### src/rtl/pwm_evt_pkg.sv
package pwm_evt_pkg;

    localparam int CNT_W   = 16;
    localparam int NUM_ST  = 4;
    localparam int NUM_EVT = NUM_ST + 1;
    localparam int NUM_CH  = 2;

    typedef enum int {
        EV_ZERO   = 0,
        EV_PERIOD = 1,
        EV_CMP_UP = 2,
        EV_CMP_DN = 3,
        EV_BRAKE  = 4
    } evt_idx_e;

    typedef struct packed {
        logic brake;
        logic cmp_dn;
        logic cmp_up;
        logic period;
        logic zero;
    } evt_vec_t;

    function automatic logic [NUM_ST-1:0] point_conds(
        input logic [CNT_W-1:0] cnt,
        input logic             down,
        input logic [CNT_W-1:0] per,
        input logic [CNT_W-1:0] cmpv
    );
        logic [NUM_ST-1:0] c;
        logic              hit;
        hit                = (cnt == cmpv);
        c[EV_ZERO]         = (cnt == '0);
        c[EV_PERIOD]       = (cnt == per);
        c[EV_CMP_UP]       = hit & ~down;
        c[EV_CMP_DN]       = hit & down;
        return c;
    endfunction

endpackage

### src/rtl/pwm_evt_edge.sv
module pwm_evt_edge #(
    parameter int N = 4
) (
    input  logic         clk,
    input  logic         rst,
    input  logic [N-1:0] cond_i,
    output logic [N-1:0] rise_o
);
    logic [N-1:0] prev_q;

    always_ff @(posedge clk) begin
        if (rst) prev_q <= '0;
        else     prev_q <= cond_i;
    end

    genvar g;
    generate
        for (g = 0; g < N; g++) begin : g_rise
            assign rise_o[g] = cond_i[g] & ~prev_q[g];
        end
    endgenerate
endmodule

### src/rtl/pwm_flag_bank.sv
module pwm_flag_bank #(
    parameter int N = 5
) (
    input  logic         clk,
    input  logic         rst,
    input  logic [N-1:0] set_i,
    input  logic [N-1:0] clr_i,
    input  logic [N-1:0] en_i,
    output logic [N-1:0] flags_o,
    output logic         irq_o
);
    logic [N-1:0] flag_q;

    genvar g;
    generate
        for (g = 0; g < N; g++) begin : g_flag
            always_ff @(posedge clk) begin
                if (rst)           flag_q[g] <= 1'b0;
                else if (set_i[g]) flag_q[g] <= 1'b1;
                else if (clr_i[g]) flag_q[g] <= 1'b0;
            end
        end
    endgenerate

    always_ff @(posedge clk) begin
        if (rst) irq_o <= 1'b0;
        else     irq_o <= |(flag_q & en_i);
    end

    assign flags_o = flag_q;
endmodule

### src/rtl/pwm_pol_out.sv
module pwm_pol_out #(
    parameter int NCH = 2
) (
    input  logic [NCH-1:0] dt_i,
    input  logic [NCH-1:0] inv_i,
    output logic [NCH-1:0] out_o
);
    genvar g;
    generate
        for (g = 0; g < NCH; g++) begin : g_ch
            assign out_o[g] = inv_i[g] ? ~dt_i[g] : dt_i[g];
        end
    endgenerate
endmodule

### src/rtl/pwm_evt_flags.sv
module pwm_evt_flags
    import pwm_evt_pkg::*;
(
    input  logic             clk,
    input  logic             rst,
    input  logic [CNT_W-1:0] cnt_i,
    input  logic             cnt_down_i,
    input  logic [CNT_W-1:0] period_i,
    input  logic [CNT_W-1:0] cmp_i,
    input  logic             brake_evt_i,
    input  logic [4:0]       irq_en_i,
    input  logic [4:0]       clr_i,
    input  logic [1:0]       pol_inv_i,
    input  logic             ch0_dt_i,
    input  logic             ch1_dt_i,
    output logic [3:0]       status_o,
    output logic             brake_flag_o,
    output logic             irq_o,
    output logic             ch0_o,
    output logic             ch1_o
);
    logic [NUM_ST-1:0] conds;
    logic [NUM_ST-1:0] rises;
    evt_vec_t          set_vec;
    evt_vec_t          flags;
    logic [NUM_CH-1:0] pol_out;

    assign conds = point_conds(cnt_i, cnt_down_i, period_i, cmp_i);

    pwm_evt_edge #(.N(NUM_ST)) u_edge (
        .clk    (clk),
        .rst    (rst),
        .cond_i (conds),
        .rise_o (rises)
    );

    always_comb begin
        set_vec        = '0;
        set_vec.zero   = rises[EV_ZERO];
        set_vec.period = rises[EV_PERIOD];
        set_vec.cmp_up = rises[EV_CMP_UP];
        set_vec.cmp_dn = rises[EV_CMP_DN];
        set_vec.brake  = brake_evt_i;
    end

    pwm_flag_bank #(.N(NUM_EVT)) u_bank (
        .clk     (clk),
        .rst     (rst),
        .set_i   (set_vec),
        .clr_i   (clr_i),
        .en_i    (irq_en_i),
        .flags_o (flags),
        .irq_o   (irq_o)
    );

    assign status_o     = {flags.cmp_dn, flags.cmp_up, flags.period, flags.zero};
    assign brake_flag_o = flags.brake;

    pwm_pol_out #(.NCH(NUM_CH)) u_pol (
        .dt_i  ({ch1_dt_i, ch0_dt_i}),
        .inv_i (pol_inv_i),
        .out_o (pol_out)
    );

    assign ch0_o = pol_out[0];
    assign ch1_o = pol_out[1];
endmodule

### config.mk
export PLATFORM = sky130hd
export DESIGN_NAME = pwm_evt_flags
export DESIGN_NICKNAME = d
export VERILOG_FILES = /design/src/rtl/pwm_evt_pkg.sv /design/src/rtl/pwm_evt_edge.sv /design/src/rtl/pwm_flag_bank.sv /design/src/rtl/pwm_pol_out.sv /design/src/rtl/pwm_evt_flags.sv
export SDC_FILE = /design/constraint.sdc
export NUM_CORES = 1
export LEC_CHECK = 0
export ABC_AREA = 1
export BUFFER_PORTS_ARGS = -buffer_cell sky130_fd_sc_hd__buf_2
export CORE_ASPECT_RATIO = 0.7
export CORE_UTILIZATION = 40
export CTS_CLUSTER_SIZE = 20
export DETAILED_ROUTE_END_ITERATION = 10
export GPL_TIMING_DRIVEN = 0
export PLACE_DENSITY_LB_ADDON = 0.08
export SKIP_LAST_GASP = 1
export SLEW_MARGIN = 20
export SYNTH_ARGS = -nofsm -noshare
export SYNTH_HDL_FRONTEND = slang
export SYNTH_SLANG_ARGS = --single-unit
### constraint.sdc
create_clock -name clk -period 1 [get_ports clk]
set_clock_uncertainty 0.05 [all_clocks]
set_input_delay 0.15 -clock clk [delete_from_list [all_inputs] [get_ports clk]]
set_output_delay 0.15 -clock clk [all_outputs]
set_load 0.01 [all_outputs]
==> results.json, run 1 <==
{
  "status": "completed",
  "critical-path-top-delay-family": "flip-flops",
  "antenna_found_initial": 0,
  "power.total_mw": 1.16,
  "layout.nets": 327,
  "ys_seq_area_frac": 0.202,
  "post_cts_setup_buffer_count": 0,
  "drt_first_pass_iters": 4,
  "hold-path-cell-count": 2,
  "num_vias": 1289,
  "groute.layer.met3.usage": 0.0537,
  "htreeDepth": 1,
  "route.detailed.vias_per_inst": 4.41,
  "endpoint_kind": "output port",
  "period_share": 0.968,
  "ports": 74,
  "finalWeightedCongestion": 0.843,
  "layoutNonFillerInstCount": 292,
  "global_route.usage.met2": 0.329,
  "yosys_warnings": 0,
  "buffer_ports.inserted": 72,
  "compound_gate_portion_of_the_synthesized_area": 0.0669,
  "timing.final.hold_violations": 0,
  "netlist_area_sq_um": 991,
  "regToRegEndpoint": "u_bank.irq_o$_SDFF_PP0_",
  "groute.usage.overall": 0.209,
  "placement.cell_area_sq_um": 1390,
  "crit_buf_inv": 1,
  "synth_nets": 250,
  "die_width_um": 61.5,
  "max_clock_freq_ghz": 1.03,
  "grt_max_degree": 9,
  "synth-main-ff-cell": "sky130_fd_sc_hd__dfxtp_1",
  "r2r_cells": 4,
  "holdPathEnd": "u_edge.prev_q[2]$_SDFF_PP0_",
  "worstSetupStartpointType": "flop",
  "timing.max_cap.violations": 0,
  "diodes_inserted": 0,
  "maximum_fanout_encountered_on_the_critical_timing_path": 3,
  "place_inst": 288,
  "grt_overflow_total": 0,
  "stdcell_area_sq_um": 1440,
  "regToRegSetupSlack_ns": 0.12,
  "detailedRoute.firstIterationViolations": 67,
  "finalSetupViolCount": 0,
  "post-dp-hpwl_um": 2250,
  "grt_setup_unrepaired": "false",
  "worstPathCellList": "buf_2",
  "placeableCoreArea_sq_um": 2240,
  "worst_hold_path_type": "in -> reg",
  "start_util": 0.442,
  "ys_async_sr_fraction": 0,
  "pwr_density_cell_nw_per_um2": 805,
  "clock-sinks": 10,
  "synth.area.mux_share": 0,
  "cts_tree": "built",
  "synth-adder-area-share": 0,
  "clk_latency_ns": 0.27,
  "rows": 14,
  "syn-instance-count": 184,
  "synth-xor-area-share": 0.0795,
  "route.detailed.wl_per_inst_um": 8.94,
  "peakVddDrop_v": 0.000508,
  "grt_pass1_wl_um": 4150,
  "worstSetupPathType": "reg -> out",
  "cpMaxStageDelayCell": "sky130_fd_sc_hd__dfxtp_2",
  "finalWirelength_um": 2610,
  "cts_inserted_buffers": 3,
  "synth_edf_count": 0,
  "cpPeakStageDelay_ns": 0.36,
  "leakage_nw": 0.907,
  "timing_worst_slew_pin_value_ns": 0.261,
  "hold_path_startpoint": "cnt_down_i",
  "post_synth_and_or_nand_nor_area_fraction": 0.496,
  "max-slew-margin-rel": 0.825,
  "number_of_distinct_library_cell_variants_in_the_gate_level_netlist_after_synthesis": 22,
  "timing.critical_path.arrival_ns": 0.77,
  "die_height_um": 43.6,
  "layout_min_cycle_time_ns": 0.968,
  "vias_in_the_first_global_route": 1068,
  "final_max_slew_viol_count": 0,
  "regToRegStartpoint": "u_bank.flags_o[3]$_SDFFE_PP0P_",
  "layout_cells_sized_above_1": 0.377,
  "syn_to_final_growth_pct": 45.2,
  "avgSynthCellArea_sq_um": 5.39,
  "cts.root.buffer_cell": "sky130_fd_sc_hd__clkbuf_4",
  "global_route.usage.met1": 0.282,
  "drt.antenna.violating_nets": 0,
  "postSynthRegisterBits": 10,
  "die-area_sq_um": 2680,
  "cts_hold_buf": 0,
  "main_combinational_cell_family_by_area_after_synthesis": "simple AND/OR/NAND/NOR gates",
  "max-clock-path-buffers": 2,
  "busiest_layer": "met2",
  "required_ns": 0.80,
  "cts.clk_slew.worst_paths_ns": 0.07,
  "drt_drc_violations_left": 0,
  "finalSetupTns_ns": 0
}
[metal layers]
| layer | part of all wire | wire (um) |
|---|---|---|
| met3 | 0.073 | 191 |
| met5 | 0 | 0 |
| met1 | 0.50 | 1320 |
| met2 | 0.41 | 1070 |
| met4 | 0.010 | 27 |
[metrics by stage]
step	hold WS, ns	util	setup WS [ns]
finish	0.0119	0.642	0.0323
global route	0.00671	0.642	0.00640
CTS	0.00358	0.637	0.0137
detailed placement	0.297	0.621	-0.0928
global placement	0.298	0.621	-0.101
floorplan	0.169	-	0.108
[worst max-delay path by stage]
| stage | slack, ns | endpoint | startpoint | cells past startpoint |
|---|---|---|---|---|
| after floorplan | 0.11 | u_edge.prev_q[1]$_SDFF_PP0_ | rst | 7 |
| after detailed placement | -0.09 | u_edge.prev_q[2]$_SDFF_PP0_ | cnt_i[2] | 9 |
| after CTS | 0.01 | status_o[0] | u_bank.flags_o[0]$_SDFFE_PP0P_ | 1 |
| after global placement | -0.10 | u_edge.prev_q[3]$_SDFF_PP0_ | cnt_i[2] | 9 |
| final | 0.03 | status_o[2] | u_bank.flags_o[2]$_SDFFE_PP0P_ | 1 |
| after global routing | 0.006 | status_o[1] | u_bank.flags_o[1]$_SDFFE_PP0P_ | 1 |
[Yosys cell counts (all sizes together) (2+ instances only)]
cell type | count | area [sq um]
a21oi | 2 | 10.0
dfxtp | 10 | 200
inv | 39 | 146
nand2 | 71 | 272
nand3b | 4 | 30.0
nand4 | 6 | 37.5
nor2 | 24 | 100
nor3 | 5 | 35.0
o21ai | 8 | 40.0
xor2 | 9 | 78.8
[power breakdown]
part	leakage, nW	internal, mW	switching, mW
Sequential	0.0827	0.402	0.00183
Clock	0.0210	0.221	0.144
Combinational	0.803	0.184	0.205
[final cells by class]
cell class | instances | area, sq um
buffer | 1 | 7.51
clock buffer | 4 | 36.3
fill | 243 | 803
inverter | 39 | 146
multi-input combinational | 134 | 643
sequential | 10 | 205
tap | 32 | 40.0
timing repair buffer | 72 | 360
[cells by family after synthesis]
group           after synthesis
flops                        10
compound gates               12
xor+xnor                      9
simple gates                113
buf+inv                      40
[what timing repair did]
item / 4_1_cts / 5_1_grt
gates resized for setup: 1 / 4
endpoints found under the setup margin: 1 / 4
pin swaps: 0 / 0
[flip-flops by register name, indices dropped and copies added, names as in the netlist]
signal,flops
u_edge.prev_q,4
u_bank.flags_o,5
u_bank.irq_o,1
[cells in the final DEF, fill, tap and decap left out]
cell / n
sky130_fd_sc_hd__dfxtp_2: 4
sky130_fd_sc_hd__and3_1: 1
sky130_fd_sc_hd__nand4_1: 6
sky130_fd_sc_hd__inv_2: 10
sky130_fd_sc_hd__o211ai_1: 1
sky130_fd_sc_hd__dfxtp_1: 6
sky130_fd_sc_hd__clkbuf_8: 1
sky130_fd_sc_hd__buf_2: 72
sky130_fd_sc_hd__or2_0: 1
sky130_fd_sc_hd__a21oi_1: 2
sky130_fd_sc_hd__nand2_1: 69
sky130_fd_sc_hd__buf_4: 1
sky130_fd_sc_hd__xor2_1: 9
sky130_fd_sc_hd__clkbuf_4: 3
sky130_fd_sc_hd__nand2_2: 2
sky130_fd_sc_hd__nor3_1: 3
sky130_fd_sc_hd__nand3_1: 1
sky130_fd_sc_hd__o21ai_1: 2
sky130_fd_sc_hd__nor2_1: 22
sky130_fd_sc_hd__nor3_2: 2
sky130_fd_sc_hd__nand3b_1: 4
sky130_fd_sc_hd__nor2_2: 1
sky130_fd_sc_hd__a221oi_2: 1
sky130_fd_sc_hd__nor2_4: 1
sky130_fd_sc_hd__o21ai_0: 6
sky130_fd_sc_hd__inv_1: 29
No activity file was read; power rests on OpenSTA's default activity.
==> run 2: changes to the inputs <==
Settings changed: CELL_PAD_IN_SITES_DETAIL_PLACEMENT from default to 1, CELL_PAD_IN_SITES_GLOBAL_PLACEMENT from default to 1, CORE_UTILIZATION 40 to 24, REMOVE_ABC_BUFFERS from default to 1.
==> run 2 against run 1 <==
  * Sequential share of layout area shrank 0.49 points
  * First-iteration DRC count down 21%
  * Sequential cell count is the same
  * Largest cell class unchanged
  * Highest routed layer is now met3
==> results.json, run 2 (synthesis gave the netlist of run 1 again) <==
{
  "status": "completed",
  "groute.usage.overall": 0.159,
  "regToRegEndpoint": "u_bank.irq_o$_SDFF_PP0_",
  "post_cts_setup_buffer_count": 0,
  "detailedRoute.firstIterationViolations": 53,
  "grt_overflow_total": 0,
  "largest_register_ffs": 5,
  "placeableCoreArea_sq_um": 3950,
  "rows": 19,
  "crit_path_top_cell_by_count": "sky130_fd_sc_hd__nand2_1",
  "num_vias": 1300,
  "diodes_inserted": 0,
  "grt_pass1_wl_um": 5470,
  "cpMaxStageDelayCell": "sky130_fd_sc_hd__dfxtp_2",
  "cts.root.buffer_cell": "sky130_fd_sc_hd__clkbuf_8",
  "layout_min_cycle_time_ns": 0.930,
  "timing.max_cap.violations": 0,
  "htreeDepth": 1,
  "r2r_cells": 4,
  "endpoint_kind": "flop",
  "vias_in_the_first_global_route": 1271,
  "layout.nets": 327,
  "syn_to_final_growth_pct": 48.5,
  "cts_hold_buf": 0,
  "timing.critical_path.arrival_ns": 0.99,
  "start_util": 0.251,
  "regToRegSetupSlack_ns": 0.07,
  "worstPathCellList": "nand2_1 > nand2_1 > a221oi_2 > a21oi_1",
  "hold_path_startpoint": "cnt_down_i",
  "worstSetupPathType": "reg -> reg",
  "drt_first_pass_iters": 2,
  "post-dp-hpwl_um": 3020,
  "worstSetupStartpointType": "flop",
  "finalWirelength_um": 3350,
  "pwr_density_cell_nw_per_um2": 829,
  "crit_buf_inv": 0,
  "hold-path-cell-count": 2,
  "power.total_mw": 1.22,
  "die_height_um": 55.8,
  "maximum_fanout_encountered_on_the_critical_timing_path": 3,
  "critical-path-top-delay-family": "flip-flops",
  "required_ns": 1.06,
  "die-area_sq_um": 4390,
  "cts_inserted_buffers": 3,
  "final_max_slew_viol_count": 0,
  "regToRegStartpoint": "u_bank.flags_o[3]$_SDFFE_PP0P_",
  "peakVddDrop_v": 0.000447,
  "cts_tree": "built",
  "cts.clk_slew.worst_paths_ns": 0.05,
  "clk_latency_ns": 0.23,
  "timing.hold.ws_ns": 0.0663,
  "finalSetupViolCount": 0,
  "route.detailed.vias_per_inst": 4.18,
  "finalWeightedCongestion": 0.726,
  "max_clock_freq_ghz": 1.08,
  "layout_cells_sized_above_1": 0.371,
  "max-slew-margin-rel": 0.846,
  "drt_drc_violations_left": 0,
  "fillerInstances": 578,
  "ports": 74,
  "buffer_ports.inserted": 73,
  "timing_worst_slew_pin_value_ns": 0.230,
  "grt_setup_unrepaired": "false",
  "die_width_um": 78.8,
  "leakage_nw": 0.906,
  "grt_max_degree": 9,
  "drt.antenna.violating_nets": 0,
  "most-common-layout-cells": "73 x sky130_fd_sc_hd__buf_2, 69 x sky130_fd_sc_hd__nand2_1, 29 x sky130_fd_sc_hd__inv_1",
  "most_common_cell_after_layout_fill_and_taps_aside": "sky130_fd_sc_hd__buf_2",
  "period_share": 0.930,
  "timing.final.hold_violations": 0,
  "sequential_cell_area_sq_um": 203,
  "antenna_found_initial": 0,
  "holdPathEnd": "u_edge.prev_q[2]$_SDFF_PP0_",
  "max-clock-path-buffers": 2,
  "clock-sinks": 10,
  "multiInputGateArea_sq_um": 651,
  "route.detailed.wl_per_inst_um": 10.8,
  "worst_hold_path_type": "in -> reg",
  "cpPeakStageDelay_ns": 0.32
}
run 2: through the flow:
step / area (sq um) / utilization / worst slack [ns] / setup TNS, ns / instances
finish: 1470 / 0.373 / 0.0701 / 0 / 311
global route: 1470 / 0.373 / 0.000637 / 0 / 311
CTS: 1460 / 0.370 / 0.0393 / 0 / 311
detailed placement: 1410 / 0.358 / -0.172 / -1.00 / 308
global placement: 1410 / 0.358 / -0.168 / -0.856 / 308
floorplan: 983 / - / 0.122 / 0 / 183
run 2: worst max-delay path by stage:
stage	slack (ns)	startpoint	cells past startpoint	endpoint
2_1_floorplan	0.12	u_bank.flags_o[3]$_SDFFE_PP0P_	4	u_bank.irq_o$_SDFF_PP0_
3_3_place_gp	-0.17	cnt_i[14]	7	u_edge.prev_q[2]$_SDFF_PP0_
3_5_place_dp	-0.17	rst	8	u_bank.flags_o[1]$_SDFFE_PP0P_
4_1_cts	0.04	u_bank.flags_o[0]$_SDFFE_PP0P_	1	status_o[0]
5_1_grt	0.0006	cnt_i[2]	9	u_edge.prev_q[3]$_SDFF_PP0_
6_report	0.07	u_bank.flags_o[3]$_SDFFE_PP0P_	4	u_bank.irq_o$_SDFF_PP0_
run 2: layer usage:
layer / vias up / GRT usage / share of wire / wire, um
li1: 702 / - / - / -
met1: 556 / 0.225 / 0.51 / 1710
met2: 42 / 0.252 / 0.42 / 1410
met3: 0 / 0.0393 / 0.068 / 226
met4: 0 / 0.0159 / 0 / 0
met5: - / 0 / 0 / 0
run 2: area by class of cell:
| type | count | area share |
|---|---|---|
| multi-input cells | 134 | 0.442 |
| repair buffers | 73 | 0.248 |
| flip-flops and latches | 10 | 0.138 |
| inverters | 39 | 0.0995 |
| well taps | 52 | 0.0442 |
| clock buffers | 3 | 0.0281 |
run 2: repair_timing:
action | CTS | global route
pin swaps | 0 | 1
cloned | 0 | 0
resized for setup | 1 | 4
setup endpoints to repair | 1 | 5
run 2: where the power goes:
group	leakage [nW]	switching (mW)	total (mW)	internal (mW)
clock network	0.0216	0.151	0.415	0.263
registers	0.0819	0.00245	0.406	0.404
logic	0.802	0.216	0.400	0.183
total	0.906	0.370	1.22	0.850
run 2: worst register-to-register path, cell delays in order, from the launching register on:
cell	delay, ns
sky130_fd_sc_hd__dfxtp_2	0.32
sky130_fd_sc_hd__nand2_1	0.07
sky130_fd_sc_hd__nand2_1	0.06
sky130_fd_sc_hd__a221oi_2	0.19
sky130_fd_sc_hd__a21oi_1	0.12
==> run 3: changes to the inputs <==
Settings changed: RECOVER_POWER from default to 50.
==> run 3 against run 2 <==
  * Fmax about the same
  * Die area stayed put
  * Clock power is essentially flat
  * Global-route usage unchanged
  * Non-clock buffer count did not move
  * Critical path type is now reg -> out
==> results.json, run 3 (synthesis gave the netlist of run 1 again) <==
{
  "clk_latency_ns": 0.23,
  "share_clk_of_total_power": 0.340,
  "htreeDepth": 1,
  "grt_setup_unrepaired": "false",
  "regToRegEndpoint": "u_bank.irq_o$_SDFF_PP0_",
  "antenna_found_initial": 0,
  "wl_met1_um": 1710,
  "final_max_slew_viol_count": 0,
  "pwr_density_cell_nw_per_um2": 830,
  "layout_min_cycle_time_ns": 0.930,
  "max_clock_freq_ghz": 1.08,
  "r2r_cells": 4,
  "regToRegStartpoint": "u_bank.flags_o[3]$_SDFFE_PP0P_",
  "fillerInstances": 579,
  "combinationalPowerShare": 0.326,
  "most-common-layout-cells": "70 x sky130_fd_sc_hd__buf_2, 69 x sky130_fd_sc_hd__nand2_1, 29 x sky130_fd_sc_hd__inv_1",
  "largest_register_ffs": 5,
  "crit_buf_inv": 1,
  "diodes_inserted": 0,
  "clock-sinks": 10,
  "regToRegSetupSlack_ns": 0.07,
  "cpMaxStageDelayCell": "sky130_fd_sc_hd__dfxtp_1",
  "start_util": 0.251,
  "groute.usage.overall": 0.159,
  "worstSetupPathType": "reg -> out",
  "required_ns": 0.80,
  "drt_drc_violations_left": 0,
  "max-slew-margin-rel": 0.846,
  "period_share": 0.930,
  "critical-path-top-delay-family": "flip-flops",
  "timing.max_cap.violations": 0,
  "drt_first_pass_iters": 2,
  "timing.critical_path.arrival_ns": 0.73,
  "stdcell_area_sq_um": 1470,
  "grt_pass1_wl_um": 5470,
  "drt.antenna.violating_nets": 0,
  "syn_to_final_growth_pct": 48.1,
  "peakVddDrop_v": 0.000447,
  "cts.clk_slew.worst_paths_ns": 0.05,
  "max-clock-path-buffers": 2,
  "buffer_ports.inserted": 73,
  "status": "completed",
  "holdPathEnd": "u_edge.prev_q[2]$_SDFF_PP0_",
  "grt_overflow_total": 0,
  "placeableCoreArea_sq_um": 3950,
  "cts.root.buffer_cell": "sky130_fd_sc_hd__clkbuf_8",
  "ports": 74,
  "leakage_nw": 0.896,
  "route.detailed.wl_per_inst_um": 10.8,
  "layout.nets": 327,
  "met2WireLength_um": 1410,
  "worstSetupStartpointType": "flop",
  "finalWeightedCongestion": 0.726,
  "seq_power_share": 0.333,
  "timing.final.hold_violations": 0,
  "rows": 19,
  "multiInputGateArea_sq_um": 651,
  "layout_cells_sized_above_1": 0.359,
  "most_common_cell_after_layout_fill_and_taps_aside": "sky130_fd_sc_hd__buf_2",
  "endpoint_kind": "output port",
  "cts_inserted_buffers": 3,
  "finalSetupViolCount": 0,
  "die_height_um": 55.8,
  "worst_hold_path_type": "in -> reg",
  "internal_power_uw": 848,
  "die-area_sq_um": 4390,
  "maximum_fanout_encountered_on_the_critical_timing_path": 3,
  "p_switching_uw": 371,
  "post-dp-hpwl_um": 3020,
  "detailedRoute.firstIterationViolations": 53,
  "route.met3.wl_um": 226,
  "route.detailed.vias_per_inst": 4.18,
  "power.share.switching": 0.304,
  "cpPeakStageDelay_ns": 0.35,
  "finalWirelength_um": 3350,
  "post_cts_setup_buffer_count": 0,
  "routed.top_layer": "met3",
  "timing_worst_slew_pin_value_ns": 0.230,
  "layout.core_utilization": 0.372,
  "placement.cell_area_sq_um": 1410,
  "num_vias": 1300,
  "hold_path_startpoint": "cnt_down_i",
  "worstPathCellList": "buf_2",
  "sequential_cell_area_sq_um": 203,
  "power.total_mw": 1.22,
  "hold-path-cell-count": 2,
  "grt_max_degree": 9,
  "vias_in_the_first_global_route": 1271,
  "cts_tree": "built",
  "die_width_um": 78.8
}
run 3: how the worst max path moves through the flow:
stage / start / to / slack [ns] / cells after the start
floorplan: u_bank.flags_o[3]$_SDFFE_PP0P_ / u_bank.irq_o$_SDFF_PP0_ / 0.12 / 4
global placement: cnt_i[14] / u_edge.prev_q[2]$_SDFF_PP0_ / -0.17 / 7
detailed placement: rst / u_bank.flags_o[1]$_SDFFE_PP0P_ / -0.17 / 8
CTS: u_bank.flags_o[0]$_SDFFE_PP0P_ / status_o[0] / 0.04 / 1
global route: cnt_i[2] / u_edge.prev_q[3]$_SDFF_PP0_ / 0.0006 / 9
finish: u_bank.flags_o[2]$_SDFFE_PP0P_ / status_o[2] / 0.07 / 1
run 3: power by group through the flow:
stage	clock (mW)	combinational, mW	sequential (mW)
6_report	0.415	0.398	0.406
5_1_grt	0.448	0.457	0.405
4_1_cts	0.428	0.402	0.406
3_5_place_dp	0	0.399	0.414
3_3_place_gp	0	0.393	0.413
2_1_floorplan	0	0.181	0.415
run 3: what timing repair did:
action | 4_1_cts | 5_1_grt
pin swaps | 0 | 1
hold buffers | 0 | 0
gates resized for setup | 1 | 4
endpoints found under the setup margin | 1 | 5
run 3: cell type report:
cell class              instances  area share
clock buffers                   3      0.0281
inverters                      39      0.0997
multi-input cells             134       0.443
flip-flops and latches         10       0.138
well taps                      52      0.0443
repair buffers                 73       0.246
run 3: layer usage:
metal  GRT usage  up-vias
met5           0        -
met4      0.0159        0
met3      0.0393        0
met2       0.252       42
met1       0.225      556
li1            -      702
run 3: worst reg2reg max path, cell delays in order (launching register included):
cell and delay [ns]:
sky130_fd_sc_hd__dfxtp_2 0.32, sky130_fd_sc_hd__nand2_1 0.07, sky130_fd_sc_hd__nand2_1 0.06, sky130_fd_sc_hd__a221oi_2 0.19, sky130_fd_sc_hd__a21oi_1 0.12
run 3: metrics by stage:
step	worst slack (ns)	TNS, ns	cells	hold WS [ns]
2_1_floorplan	0.122	0	183	0.169
3_3_place_gp	-0.168	-0.856	308	0.313
3_5_place_dp	-0.172	-1.00	308	0.311
4_1_cts	0.0393	0	311	0.0655
5_1_grt	0.000637	0	311	0.0714
6_report	0.0705	0	311	0.0663
